[src/rtl/epg_pkg.sv]
package epg_pkg;

    localparam int NCH = 3;

    typedef enum logic [1:0] {
        CH_ACT = 2'd0,
        CH_APP = 2'd1,
        CH_REA = 2'd2
    } ch_e;

    typedef struct packed {
        logic pend;
        logic neg;
    } req_t;

    function automatic logic gate_fire(input req_t r, input logic ready, input logic allow);
        return r.pend && ready && allow;
    endfunction

    function automatic logic dir_mismatch(input req_t r, input logic level_pos);
        return r.pend && (r.neg == level_pos);
    endfunction

endpackage

[src/rtl/epg_accum.sv]
module epg_accum
    import epg_pkg::*;
#(
    parameter int P_W   = 16,
    parameter int TH_W  = 20,
    parameter int ACC_W = 24
) (
    input  logic                   clk,
    input  logic                   rst,
    input  logic                   add_en,
    input  logic signed [P_W-1:0]  pwr,
    input  logic        [TH_W-1:0] thr,
    input  logic                   fire,
    output req_t                   req
);
    localparam int SW = ACC_W + 1;

    logic signed [ACC_W-1:0] acc;
    logic signed [SW-1:0]    acc_x, add_x, thr_x, step_x, sum_x, mag_x;

    always_comb begin
        acc_x  = {acc[ACC_W-1], acc};
        add_x  = add_en ? {{(SW-P_W){pwr[P_W-1]}}, pwr} : '0;
        thr_x  = {{(SW-TH_W){1'b0}}, thr};
        mag_x  = acc[ACC_W-1] ? -acc_x : acc_x;
        step_x = '0;
        if (fire) step_x = acc[ACC_W-1] ? -thr_x : thr_x;
        sum_x  = acc_x + add_x - step_x;
        req.neg  = acc[ACC_W-1];
        req.pend = (thr != '0) && (mag_x >= thr_x);
    end

    always_ff @(posedge clk) begin
        if (rst) acc <= '0;
        else     acc <= sum_x[ACC_W-1:0];
    end

    p_no_overflow_r2: assert property (@(posedge clk) disable iff (rst)
        sum_x[SW-1] == sum_x[SW-2]);

endmodule

[src/rtl/epg_timer.sv]
module epg_timer #(
    parameter int PER_CYC = 1024,
    parameter int PW_CYC  = 1000
) (
    input  logic clk,
    input  logic rst,
    input  logic fire,
    output logic ready,
    output logic out_n
);
    localparam int T_W     = $clog2(PER_CYC);
    localparam int LOW_MIN = PER_CYC - PW_CYC;

    logic [T_W-1:0] t;

    always_ff @(posedge clk) begin
        if (rst)          t <= '0;
        else if (fire)    t <= T_W'(PER_CYC - 1);
        else if (t != '0) t <= t - 1'b1;
    end

    assign ready = (t == '0);
    assign out_n = !(t >= T_W'(LOW_MIN));

    p_fire_ready_r4: assert property (@(posedge clk) disable iff (rst)
        fire |-> t == '0);

    p_low_hold_r3: assert property (@(posedge clk) disable iff (rst)
        (!out_n && t != T_W'(LOW_MIN)) |=> !out_n);

endmodule

[src/rtl/epg_seq.sv]
module epg_seq
    import epg_pkg::*;
#(
    parameter int SETUP_CYC = 6,
    parameter int LAG_CYC   = 1016
) (
    input  logic           clk,
    input  logic           rst,
    input  logic           sign_mode,
    input  req_t           req   [NCH],
    input  logic [NCH-1:0] ready,
    output logic [NCH-1:0] fire,
    output logic           sign_lvl
);
    localparam int A_W = $clog2(SETUP_CYC + 1);
    localparam int L_W = $clog2(LAG_CYC);

    logic           sign_q;
    logic [A_W-1:0] age;
    logic [L_W-1:0] lag;
    logic           flip, settled;

    always_comb begin
        flip    = sign_mode && dir_mismatch(req[CH_ACT], sign_q);
        settled = !sign_mode || ((age == A_W'(SETUP_CYC)) && !flip);
        fire[CH_ACT] = gate_fire(req[CH_ACT], ready[CH_ACT], settled);
        fire[CH_APP] = gate_fire(req[CH_APP], ready[CH_APP], 1'b1);
        fire[CH_REA] = gate_fire(req[CH_REA], ready[CH_REA],
                                 settled && (lag == '0) && !fire[CH_ACT]);
    end

    always_ff @(posedge clk) begin
        if (rst) begin
            sign_q <= 1'b1;
            age    <= A_W'(SETUP_CYC);
            lag    <= '0;
        end else begin
            if (flip) begin
                sign_q <= !sign_q;
                age    <= '0;
            end else if (age != A_W'(SETUP_CYC)) begin
                age <= age + 1'b1;
            end
            if (fire[CH_ACT])   lag <= L_W'(LAG_CYC - 1);
            else if (lag != '0) lag <= lag - 1'b1;
        end
    end

    assign sign_lvl = sign_q;

    p_e3_not_with_e1_r8: assert property (@(posedge clk) disable iff (rst)
        fire[CH_REA] |-> !fire[CH_ACT]);

endmodule

[src/rtl/energy_pulse_gen.sv]
module energy_pulse_gen
    import epg_pkg::*;
#(
    parameter int P_W       = 16,
    parameter int TH_W      = 20,
    parameter int ACC_W     = 24,
    parameter int PER_CYC   = 1024,
    parameter int PW_CYC    = 1000,
    parameter int SETUP_CYC = 6,
    parameter int LAG_CYC   = 1016
) (
    input  logic                   clk,
    input  logic                   rst,
    input  logic                   smp_vld,
    input  logic signed [P_W-1:0]  pwr_act,
    input  logic signed [P_W-1:0]  pwr_app,
    input  logic signed [P_W-1:0]  pwr_rea,
    input  logic        [TH_W-1:0] threshold,
    input  logic                   e2_sign_mode,
    output logic                   e1_n,
    output logic                   e2_n,
    output logic                   e3_n
);
    localparam int G_W = $clog2(LAG_CYC + SETUP_CYC + 2);

    logic signed [P_W-1:0] pwr_v [NCH];
    req_t                  req_v [NCH];
    logic [NCH-1:0]        ready_v, fire_v, out_v;
    logic                  sign_lvl;

    assign pwr_v[CH_ACT] = pwr_act;
    assign pwr_v[CH_APP] = pwr_app;
    assign pwr_v[CH_REA] = pwr_rea;

    for (genvar c = 0; c < NCH; c++) begin : g_ch
        epg_accum #(.P_W(P_W), .TH_W(TH_W), .ACC_W(ACC_W)) u_acc (
            .clk(clk), .rst(rst), .add_en(smp_vld), .pwr(pwr_v[c]),
            .thr(threshold), .fire(fire_v[c]), .req(req_v[c]));
        epg_timer #(.PER_CYC(PER_CYC), .PW_CYC(PW_CYC)) u_tmr (
            .clk(clk), .rst(rst), .fire(fire_v[c]),
            .ready(ready_v[c]), .out_n(out_v[c]));
    end

    epg_seq #(.SETUP_CYC(SETUP_CYC), .LAG_CYC(LAG_CYC)) u_seq (
        .clk(clk), .rst(rst), .sign_mode(e2_sign_mode), .req(req_v),
        .ready(ready_v), .fire(fire_v), .sign_lvl(sign_lvl));

    assign e1_n = out_v[CH_ACT];
    assign e2_n = e2_sign_mode ? sign_lvl : out_v[CH_APP];
    assign e3_n = out_v[CH_REA];

    // Ordering checkers: distances measured from the outputs themselves.
    logic [G_W-1:0] since_e1, since_sign;
    logic           e1_prev, sign_prev;

    always_ff @(posedge clk) begin
        if (rst) begin
            since_e1   <= G_W'(LAG_CYC);
            since_sign <= G_W'(SETUP_CYC);
            e1_prev    <= 1'b1;
            sign_prev  <= 1'b1;
        end else begin
            e1_prev   <= e1_n;
            sign_prev <= sign_lvl;
            if (e1_prev && !e1_n)              since_e1 <= G_W'(1);
            else if (since_e1 != G_W'(LAG_CYC)) since_e1 <= since_e1 + 1'b1;
            if (sign_prev != sign_lvl)             since_sign <= G_W'(1);
            else if (since_sign != G_W'(SETUP_CYC)) since_sign <= since_sign + 1'b1;
        end
    end

    p_reset_high_r1: assert property (@(posedge clk) disable iff (rst)
        $past(rst) |-> (e1_n && e2_n && e3_n));

    p_e3_lag_r8: assert property (@(posedge clk) disable iff (rst)
        $fell(e3_n) |-> (since_e1 >= G_W'(LAG_CYC)));

    p_sign_settle_r7: assert property (@(posedge clk) disable iff (rst)
        (e2_sign_mode && ($fell(e1_n) || $fell(e3_n))) |->
            (sign_prev == sign_lvl && since_sign >= G_W'(SETUP_CYC)));

endmodule

[config.mk]
export PLATFORM = sky130hd
export DESIGN_NAME = energy_pulse_gen
export DESIGN_NICKNAME = d
export VERILOG_FILES = /design/src/rtl/epg_pkg.sv /design/src/rtl/epg_accum.sv /design/src/rtl/epg_timer.sv /design/src/rtl/epg_seq.sv /design/src/rtl/energy_pulse_gen.sv
export SDC_FILE = /design/constraint.sdc
export NUM_CORES = 1
export LEC_CHECK = 0
export ABC_AREA = 1
export BUFFER_PORTS_ARGS = -buffer_cell sky130_fd_sc_hd__buf_2
export CAP_MARGIN = 20
export CORE_AREA = 3 3 204 206
export CTS_BUF_LIST = sky130_fd_sc_hd__clkbuf_2 sky130_fd_sc_hd__clkbuf_4 sky130_fd_sc_hd__clkbuf_8
export DETAILED_ROUTE_END_ITERATION = 7
export DIE_AREA = 0 0 207 209
export PLACE_DENSITY = 0.6
export REMOVE_ABC_BUFFERS = 1
export SLEW_MARGIN = 0
export SYNTH_ARGS = -nofsm -noshare
export SYNTH_HDL_FRONTEND = slang
export SYNTH_HIERARCHICAL = 1
export SYNTH_SLANG_ARGS = --single-unit
[constraint.sdc]
create_clock -name clk -period 4.9 [get_ports clk]
set_input_delay 0.735 -clock clk [delete_from_list [all_inputs] [get_ports clk]]
set_output_delay 0.735 -clock clk [all_outputs]
set_load 0.02 [all_outputs]
# Yosys cells after proc, flatten, opt, wreduce, memory -nomap -nowiden
# Index checks and enable logic that the tools add are counted.
dict set report totals {
  reg_bits 116
  latch_bits 0
  mem_bits_rw 0
  romBits 0
  input_bits 72
  out_inout_bits 3
  wordCells 95
  n_memories 0
}
dict set report op_classes {
  addsub 15
  mul 0
  div_mod_pow 0
  order_cmp 6
  eq_ne 3
  shift 0
  mux 23
  bitwise 0
  n_reduce_logical 37
}
# operator count
set ops {}
lappend ops {{2-to-1 mux 24 bit} 9}
lappend ops {{2-to-1 mux 10 bit} 8}
lappend ops {{>= comparator 25 x 21 -> 1 bit} 3}
lappend ops {{2-to-1 mux 25 bit} 3}
lappend ops {{negator 24 -> 25 bit} 3}
lappend ops {{adder 24 bit} 3}
lappend ops {{subtractor 24 bit} 3}
lappend ops {{zero test 10 bit} 4}
lappend ops {{nonzero test 10 bit} 4}
lappend ops {{subtractor 10 x 1 -> 10 bit, second input constant} 4}
lappend ops {{>= comparator 10 x 5 -> 1 bit, second input constant} 3}
lappend ops {{negator 20 -> 24 bit} 1}
lappend ops {{nonzero test 20 bit} 1}
lappend ops {{logical AND 1 bit} 13}
lappend ops {{nonzero test 2 bit} 5}
lappend ops {{zero test 1 bit} 7}
lappend ops {{2-to-1 mux 3 bit} 2}
lappend ops {{OR reduction 2 bit} 2}
lappend ops {{adder 3 x 1 -> 3 bit, second input constant} 1}
lappend ops {{== test 3 bit, second input constant} 1}
lappend ops {{inequality test 3 bit, second input constant} 1}
lappend ops {{== test 1 bit} 1}
lappend ops {{logical OR 1 bit} 1}
lappend ops {{2-to-1 mux 1 bit} 1}

# Depth between registers and ports, before layout
dict set report depth {
  ltp_word 15
  mapped_depth 42
  mapped_depth_nobuf 40
}

# Cells and area by module
# The synthesis kept the hierarchy.
# mod instances cells_per_inst area_each_um2 seq_area_each_um2
set by_module_without_submodules {}
lappend by_module_without_submodules {{epg_accum at g_ch[1].u_acc} 1 711 4478.0 480.5}
lappend by_module_without_submodules {{epg_accum at g_ch[2].u_acc} 1 700 4369.2 480.5}
lappend by_module_without_submodules {{epg_accum at g_ch[0].u_acc} 1 704 4330.4 480.5}
lappend by_module_without_submodules {epg_timer 3 99 625.6 200.2}
lappend by_module_without_submodules {epg_seq 1 116 795.8 280.3}
lappend by_module_without_submodules {energy_pulse_gen 1 4 15.0 0.0}

# Least setup slack after synthesis
# No wires, ideal clock.
dict set report synth_path {
  path_kind {reg2reg}
  from {register g_ch[0].u_acc.acc[1]}
  to {register g_ch[2].u_acc.acc[14]}
  setup_ns 0.063
  arrival_time_ns 5.365
  required_ns 4.837
  setup_slack_ns -0.528
  path_stages_with_launch 36
  path_buffers 1
  synth_period_minus_slack_ns 5.428
  path_cell_list {dfxtp_1 inv_1 ha_1 nand3_2 nor2_4 nand4_1 o31ai_1 xor2_1 ha_1 nand2_1 nor2_1 nand3_1 o21bai_1 nor2_1 nand3_1 nor2_1 a21oi_1 nand2_1 inv_1 nand2_1 nand3b_1 inv_1 nor3_2 clkbuf_1 inv_1 a211oi_1 fa_1 fa_1 o21ai_2 inv_2 o21ai_4 nand3_2 nand2_1 xor2_1 inv_1 nor2_2}
}
# item line
set synth_lines {}
lappend synth_lines {{start, declared} epg_accum.sv:18} ;# logic signed [ACC_W-1:0] acc;
lappend synth_lines {{start signal, assigned} epg_accum.sv:35} ;# else acc <= sum_x[ACC_W-1:0];
lappend synth_lines {{end signal, assigned} epg_accum.sv:35}
lappend synth_lines {{end, declared} epg_accum.sv:18}

==> results.cfg <==
[outcome]
status = complete, but fails checks
violations = setup timing

[route]
via_per_inst = 5.13
drc_errors = 0
num_vias = 18800
ant_nets = 0
drt_pass1_iterations = 5
totalWireLength_mm = 60.1
drt_iter0_drc = 1104
wl_per_cell_um = 16.4

[setup_path]
critPathSlowestCell = dfxtp_2
cp_common_cell = buf_4
path_max_fanout = 3
r2r-start = g_ch[0].u_acc/acc[0]
criticalPathCategory = reg -> reg
critical_path_required_ns = 5.35
cp-startpoint = g_ch[0].u_acc/acc[0]
cp-end-kind = flop
cp.arrival_ns = 5.90
crit_path_max_incr_delay_ns = 0.34
crit_path_start_kind = flop

[sta]
hold_viol = 0
layout_min_cycle_time_ns = 5.44
slew_headroom_pct = 48.0
worst_slew_pin_slew_ns = 0.774
setup_viol = 45
grt_setup_unrepaired = true
worst_slack_ns = -0.543
maxSlewViolCount = 0
clock_skew_ns = 0.0175
max_freq_mhz = 184
post-route-period-util_pct = 111

[die]
fp.dieW_um = 207
io_pins = 75
fp.dieH_um = 209
dieArea_sq_um = 43300
core_sq_um = 39800
num_rows = 73
start_util_pct = 39.8

[place]
place_area_sq_um = 20000
place.gp.congestion = 0.939
dp.cells = 3533
dp_hpwl_mm = 44.5
numPortBuffers = 74

[finish]
multi_input_area_sq_um = 14600
fin_nets = 3410
n_antenna_cell = 0
final_common_cell = buf_4
stdcell_count = 3665
final_cell_mix = 487 x buf_4, 455 x nand2_1, 349 x inv_1
utilization_pct = 61.5
regArea_sq_um = 2340
drive_gt1_share_pct = 43.5
syn_to_final_growth_pct = 54.6
nFillCells = 3527
design_area_sq_um = 24500

[synthesis]
syn_inst = 2530
ys_warn_count = 6
syn_area_sq_um = 15900
avgSynthCellArea_sq_um = 6.26

[global_routing]
grt_pass1_vias = 18300
grtUsageTotal_pct = 25.6
antenna_found_initial = 1
overflow = 0
grt_max_degree = 31
grt_pass1_wl_mm = 90.2

[cts]
cts_inserted_buffers = 17
clock_sinks = 116
root_buffer = clkbuf_8
clk_pin_slew_ns = 0.10
cts_hold_buf = 0
htree_levels = 4
cts_tree = yes
clock_latency_ns = 0.52
clock_path_buffers = 2

[worst_hold_path]
holdCritStartpoint = g_ch[2].u_tmr/t[0]
min_path_type = reg -> reg

[run]
drv_cap = 0
## sequential cells by signal, summed over array words and instances (netlist names)
register / cells
g_ch.u_acc/acc: 72
g_ch.u_tmr/t: 30
u_seq/lag: 10
u_seq/age: 3
u_seq/sign_lvl: 1
## per-layer routing
metal,part of all wire [%],track usage [%]
met1,42,31.9
met2,49,44.5
met3,5.1,4.14
met4,3.6,9.62
met5,0,0
## through the flow
stage,worst slack [ns],hold slack [ns],TNS [ns]
after floorplan,-1.62,0.472,-45.38
after global placement,-0.706,0.489,-23.44
after detailed placement,-0.933,0.500,-34.69
after CTS,-0.386,0.515,-12.30
after global routing,-0.812,0.541,-32.61
final,-0.543,0.517,-12.61
## final timing paths
| check | to | slack (ns) | depth (start not counted) |
|---|---|---|---|
| worst max-delay path | u_seq/age[0] | -0.54 | 42 |
| worst min-delay path | g_ch[2].u_tmr/t[0] | 0.52 | 2 |
| worst min register to register | g_ch[2].u_tmr/t[0] | 0.52 | 2 |
| worst max register to register | u_seq/age[0] | -0.54 | 42 |
## timing repair
item,in CTS,in global routing
buffers inserted,70,52
gates cloned,2,1
endpoints found under the setup margin,66,68
pin swaps,163,221
gates resized for setup,373,464
## worst max-delay path, delay by kind of cell, from the launching register on
family / cells / cell delay, ns
compound gates: 4 / 0.58
xor+xnor: 1 / 0.19
fa+ha+maj: 2 / 0.41
buf+inv: 25 / 2.90
flops: 1 / 0.34
simple gates: 10 / 0.97
## final cells by class
| cell class | instances | share of cell area [%] |
|---|---|---|
| clock buffer | 18 | 1.01 |
| clock inverter | 14 | 0.592 |
| inverter | 469 | 7.30 |
| multi-input combinational | 1905 | 59.6 |
| sequential | 116 | 9.53 |
| tap | 525 | 2.68 |
| timing repair buffer | 618 | 19.3 |
Power is left out: the tool's default activity adds up to more than one toggle a clock period on the data nets, which glitch-free logic cannot reach.
